### src/rtl/frac_n_pkg.sv
package frac_n_pkg;
   // How the feedback pulse leaves the integer counter.
   typedef enum logic {
      FB_REGISTERED = 1'b0,
      FB_DIRECT     = 1'b1
   } fb_mode_e;
endpackage

### src/rtl/frac_n_accum.sv
module frac_n_accum #(
   parameter int ACC_W = 12
) (
   input  logic             clk,
   input  logic             rst_n,
   input  logic             tick,
   input  logic [ACC_W-1:0] f_add,
   output logic [ACC_W-1:0] residue,
   output logic             carry
);
   logic [ACC_W:0]   sum;
   logic [ACC_W-1:0] acc_q;

   assign sum     = {1'b0, acc_q} + {1'b0, f_add};
   assign carry   = tick & sum[ACC_W];
   assign residue = acc_q;

   always_ff @(posedge clk or negedge rst_n) begin
      if (!rst_n)    acc_q <= '0;
      else if (tick) acc_q <= sum[ACC_W-1:0];
   end
endmodule

### src/rtl/frac_n_swallow.sv
module frac_n_swallow (
   input  logic clk,
   input  logic rst_n,
   input  logic carry,
   input  logic vco_en,
   output logic remove_cmd,
   output logic pass_en
);
   logic armed_q;

   // An armed removal eats the next enable.
   assign pass_en    = vco_en & ~armed_q;
   assign remove_cmd = armed_q;

   always_ff @(posedge clk or negedge rst_n) begin
      if (!rst_n)      armed_q <= 1'b0;
      else if (carry)  armed_q <= 1'b1;
      else if (vco_en) armed_q <= 1'b0;
   end
endmodule

### src/rtl/frac_n_count.sv
module frac_n_count
   import frac_n_pkg::*;
#(
   parameter int       NW      = 8,
   parameter int       N_RST   = 4,
   parameter fb_mode_e FB_MODE = FB_REGISTERED
) (
   input  logic          clk,
   input  logic          rst_n,
   input  logic          pass_en,
   input  logic [NW-1:0] n_in,
   output logic          boundary,
   output logic          fb_pulse
);
   localparam logic [NW-1:0] N_INIT = NW'(N_RST);
   localparam logic [NW-1:0] ONE    = NW'(1);

   logic [NW-1:0] cnt_q;
   logic [NW-1:0] n_act_q;

   assign boundary = pass_en && (cnt_q == n_act_q - ONE);

   always_ff @(posedge clk or negedge rst_n) begin
      if (!rst_n) begin
         cnt_q   <= '0;
         n_act_q <= N_INIT;
      end else if (boundary) begin
         cnt_q   <= '0;
         n_act_q <= n_in;
      end else if (pass_en) begin
         cnt_q   <= cnt_q + ONE;
      end
   end

   generate
      if (FB_MODE == FB_REGISTERED) begin : g_fb_reg
         logic fb_q;
         always_ff @(posedge clk or negedge rst_n) begin
            if (!rst_n) fb_q <= 1'b0;
            else        fb_q <= boundary;
         end
         assign fb_pulse = fb_q;
      end else begin : g_fb_direct
         assign fb_pulse = boundary;
      end
   endgenerate
endmodule

### src/rtl/frac_n_divider.sv
module frac_n_divider
   import frac_n_pkg::*;
#(
   parameter int       ACC_W   = 12,
   parameter int       NW      = 8,
   parameter int       N_RST   = 4,
   parameter fb_mode_e FB_MODE = FB_REGISTERED
) (
   input  logic             clk,
   input  logic             rst_n,
   input  logic             vco_en,
   input  logic             ref_tick,
   input  logic [NW-1:0]    n_in,
   input  logic [ACC_W-1:0] f_in,
   output logic             fb_pulse,
   output logic             remove_cmd,
   output logic [ACC_W-1:0] acc_residue
);
   generate
      if (ACC_W < 2) begin : g_bad_acc
         $error("ACC_W must be at least 2");
      end
      if (NW < 2) begin : g_bad_nw
         $error("NW must be at least 2");
      end
      if (N_RST < 2 || N_RST >= (1 << NW)) begin : g_bad_nrst
         $error("N_RST must lie in 2 .. 2**NW-1");
      end
   endgenerate

   logic             carry;
   logic             pass_en;
   logic             boundary;
   logic [ACC_W-1:0] f_act_q;

   // The fractional word follows the integer word: both change at a boundary.
   always_ff @(posedge clk or negedge rst_n) begin
      if (!rst_n)        f_act_q <= '0;
      else if (boundary) f_act_q <= f_in;
   end

   frac_n_accum #(.ACC_W(ACC_W)) u_accum (
      .clk(clk), .rst_n(rst_n), .tick(ref_tick), .f_add(f_act_q),
      .residue(acc_residue), .carry(carry)
   );

   frac_n_swallow u_swallow (
      .clk(clk), .rst_n(rst_n), .carry(carry), .vco_en(vco_en),
      .remove_cmd(remove_cmd), .pass_en(pass_en)
   );

   frac_n_count #(.NW(NW), .N_RST(N_RST), .FB_MODE(FB_MODE)) u_count (
      .clk(clk), .rst_n(rst_n), .pass_en(pass_en), .n_in(n_in),
      .boundary(boundary), .fb_pulse(fb_pulse)
   );
endmodule

### config.mk
export PLATFORM = sky130hd
export DESIGN_NAME = frac_n_divider
export DESIGN_NICKNAME = d
export VERILOG_FILES = /design/src/rtl/frac_n_pkg.sv /design/src/rtl/frac_n_accum.sv /design/src/rtl/frac_n_swallow.sv /design/src/rtl/frac_n_count.sv /design/src/rtl/frac_n_divider.sv
export SDC_FILE = /design/constraint.sdc
export NUM_CORES = 1
export LEC_CHECK = 0
export CORE_UTILIZATION = 57
export DETAILED_ROUTE_END_ITERATION = 10
export PLACE_DENSITY = 0.84
export SLEW_MARGIN = 10
export SYNTH_ARGS = -nofsm -noshare
export SYNTH_HDL_FRONTEND = slang
export SYNTH_SLANG_ARGS = --single-unit
export TNS_END_PERCENT = 5
### constraint.sdc
create_clock -name clk -period 5.5 [get_ports clk]
set_input_delay 1.1 -clock clk [delete_from_list [all_inputs] [get_ports clk]]
set_output_delay 1.1 -clock clk [all_outputs]
set_load 0.01 [all_outputs]
==> flow_summary.json <==
{
  "status": "completed",
  "maxSlewViolCount": 0,
  "ctsHtreeMaxLevel": 2,
  "rows": 23,
  "slowest_delay_ps": 560,
  "cp_slowest_cell": "a21oi_2",
  "synthTopCellsByArea": "dfrtp_1 (43%), mux2_2 (14%), ha_1 (7.4%)",
  "rsz0062_at_grt": "no",
  "nFillCells": 300,
  "ys_ff_latch": 42,
  "grt_pass1_vias": 1605,
  "dp_hpwl_mm": 3.04,
  "critPathArrivalTime_ps": 3690,
  "clkTransAtPathRegs_ps": 70,
  "routabilityCongestion": 0.769,
  "synth_top_area_share_pct": 43.5,
  "grt_pass1_wl_mm": 7.25,
  "grt-busiest-layer": "met2",
  "fp.dieW_um": 66.4,
  "dpl_cell_area_um2": 2760,
  "finalPower_mw": 0.711,
  "numCtsBuffers": 5,
  "critPathRequiredTime_ps": 5680,
  "setup.worst_path.end_class": "flip-flop",
  "via_per_inst": 5.53,
  "synth-async-reset-ratio_pct": 100,
  "start_util_pct": 59.0,
  "multi_input_area_um2": 1230,
  "grt.total_usage_pct": 22.5,
  "drcViolationCount": 0,
  "cts.hold.buffers_added": 0,
  "cp_cell_sequence": "clkdlybuf4s50_1 > nor2b_1 > o211ai_1 > a211oi_1 > nand3_1 > a21oi_2 > buf_4 > mux2_2",
  "yosysTopAreaCell": "dfrtp_1",
  "wl_mm": 4.29,
  "dieArea_um2": 4400,
  "overflow": 0,
  "hold_viol_final": 0,
  "tightest_slew_ps": 898,
  "finClkSkew_ps": 6.29,
  "finalCritPeriodShare_pct": 63.9,
  "vias": 1643,
  "use_met2_pct": 34.6,
  "slew-limit-headroom_pct": 40.1,
  "min_period_ps": 3520,
  "finalSetupViolCount": 0,
  "cts_tree": "built",
  "wire_per_inst_um": 14.4,
  "final.setup.tns_ps": 0,
  "clockBufferDepth": 2,
  "synth_edf_count": 0,
  "die_y_um": 66.4,
  "synth_flop_cell": "dfrtp_1",
  "use_met1_pct": 29.2,
  "final-seq-area_um2": 1050,
  "clock_sinks": 42,
  "synthesis.instances": 206,
  "p_leak_nw": 1.37,
  "first_pass_iters": 4,
  "synth_fp_nets": 245,
  "final_area_um2": 2870,
  "portBuffers": 37,
  "clock_latency_ps": 290,
  "drive_gt1_share_pct": 19.0,
  "critical_path_class": "input pin to flip-flop",
  "io_pins": 38,
  "critPathLaunchType": "input pin",
  "yosysWarnings": 0,
  "yosysUniqueCellTypes": 46,
  "path_max_fanout": 18,
  "core_area_um2": 4000,
  "antenna_found_initial": 0,
  "postSynthAreaPerCell_um2": 11.5,
  "syn_area_um2": 2360,
  "hold_path_class": "flip-flop to flip-flop",
  "postRouteAntennaNets": 0,
  "area_delta_synth_final_pct": 21.6,
  "met3_usage_pct": 6.38,
  "diodes": 0,
  "post_cts.repair.setup_buffers": 0,
  "seq_area_frac_synth_pct": 44.6,
  "ir_drop_mv": 0.141,
  "fin_nets": 285,
  "cts_root_buf": "clkbuf_8",
  "drtIter0Drc": 77,
  "grt_max_degree": 43,
  "timing.fmax_mhz": 284,
  "cts_resized": 0,
  "maxCapViolations": 0,
  "power.density_nw_per_um2": 247
}
[metal layers]
layer | vias to the layer above | part of all wire [%]
met5 | - | 0
met3 | 8 | 5.6
met2 | 48 | 45
met4 | 0 | 2.4
met1 | 775 | 47
li1 | 812 | -
[cell usage after synthesis (2+ instances only)]
| library cell | instances |
|---|---|
| a21o_1 | 3 |
| a21oi_1 | 11 |
| and2_1 | 2 |
| dfrtp_1 | 41 |
| ha_1 | 14 |
| inv_1 | 10 |
| mux2_2 | 29 |
| mux2_4 | 2 |
| nand2_1 | 7 |
| nand2b_1 | 6 |
| nand3_1 | 4 |
| nand4_1 | 4 |
| nor2_1 | 14 |
| nor2b_1 | 2 |
| o21ai_0 | 4 |
| o221ai_1 | 2 |
| o22ai_1 | 2 |
| xnor2_1 | 15 |
| xor2_1 | 7 |
[worst max-delay path: cells and delay by family]
kind                   cells  cell delay [ps]
AOI/OAI and AO/OA          3              900
buffers and inverters      2              850
and+or+nand+nor            2              460
muxes                      1              360
[logic make-up (layout without fill, tap and decap cells)]
logic type / count (synthesis) / in the layout / share of synthesized area [%]
AOI/OAI and AO/OA: 34 / 34 / 9.65
xor gates and xnor gates: 22 / 22 / 8.16
adders and majority gates: 16 / 16 / 8.74
buffers and inverters: 15 / 56 / 3.34
DFF: 42 / 42 / 44.6
muxes: 31 / 31 / 15.1
and+or+nand+nor: 46 / 46 / 10.4
[area by class of cell]
| cell class | instances | area share (%) |
|---|---|---|
| multi-input cells | 149 | 42.8 |
| flip-flops and latches | 42 | 36.6 |
| repair buffers | 38 | 13.0 |
| clock buffers | 7 | 3.01 |
| well taps | 50 | 2.18 |
| inverters | 10 | 1.31 |
| clock inverters | 1 | 1.05 |
[metrics by stage]
stage	hold slack [ps]	worst slack (ps)	instances	util, %
after floorplan	485	2880	206	-
after global placement	495	1710	289	68.9
after detailed placement	501	1670	289	68.9
after CTS	518	1970	297	71.8
after global routing	529	1720	297	71.8
final	514	1980	297	71.8
[worst paths after layout]
kind,cells after the start,start,endpoint,slack [ps]
worst min register to register,1,f_act_q[7],f_act_q[7],510
min in group asynchronous,1,rst_n,u_count.n_act_q[4],920
worst max-delay path,8,vco_en,f_act_q[6],1980
worst max register to register,9,u_count.n_act_q[0],f_act_q[6],2600
max in group asynchronous,1,rst_n,u_accum.residue[9],4000
worst min-delay path,1,f_act_q[7],f_act_q[7],510
[placed cells by master (no fill, tap or decap), types with 3 or more instances in the layout]
cell type	n
dfrtp_1	41
clkdlybuf4s50_1	36
mux2_2	29
xnor2_1	15
nor2_1	14
ha_1	14
a21oi_1	11
inv_1	10
xor2_1	7
nand2_1	7
nand2b_1	6
clkbuf_8	6
nand3_1	4
o21ai_0	4
nand4_1	4
a21o_1	3
[power breakdown]
part	leakage [nW]	internal (mW)	switching, mW
Clock	0.0585	0.148	0.100
Combinational	0.746	0.0564	0.0446
Sequential	0.565	0.329	0.0322
[sequential cells by signal (all words and copies together), names as in the netlist]
register and count:
u_count.n_act_q 8, u_count.cnt_q 8, u_count.fb_pulse 1, f_act_q 12, u_swallow.remove_cmd 1, u_accum.residue 12
(Power assumes the default switching activity.)
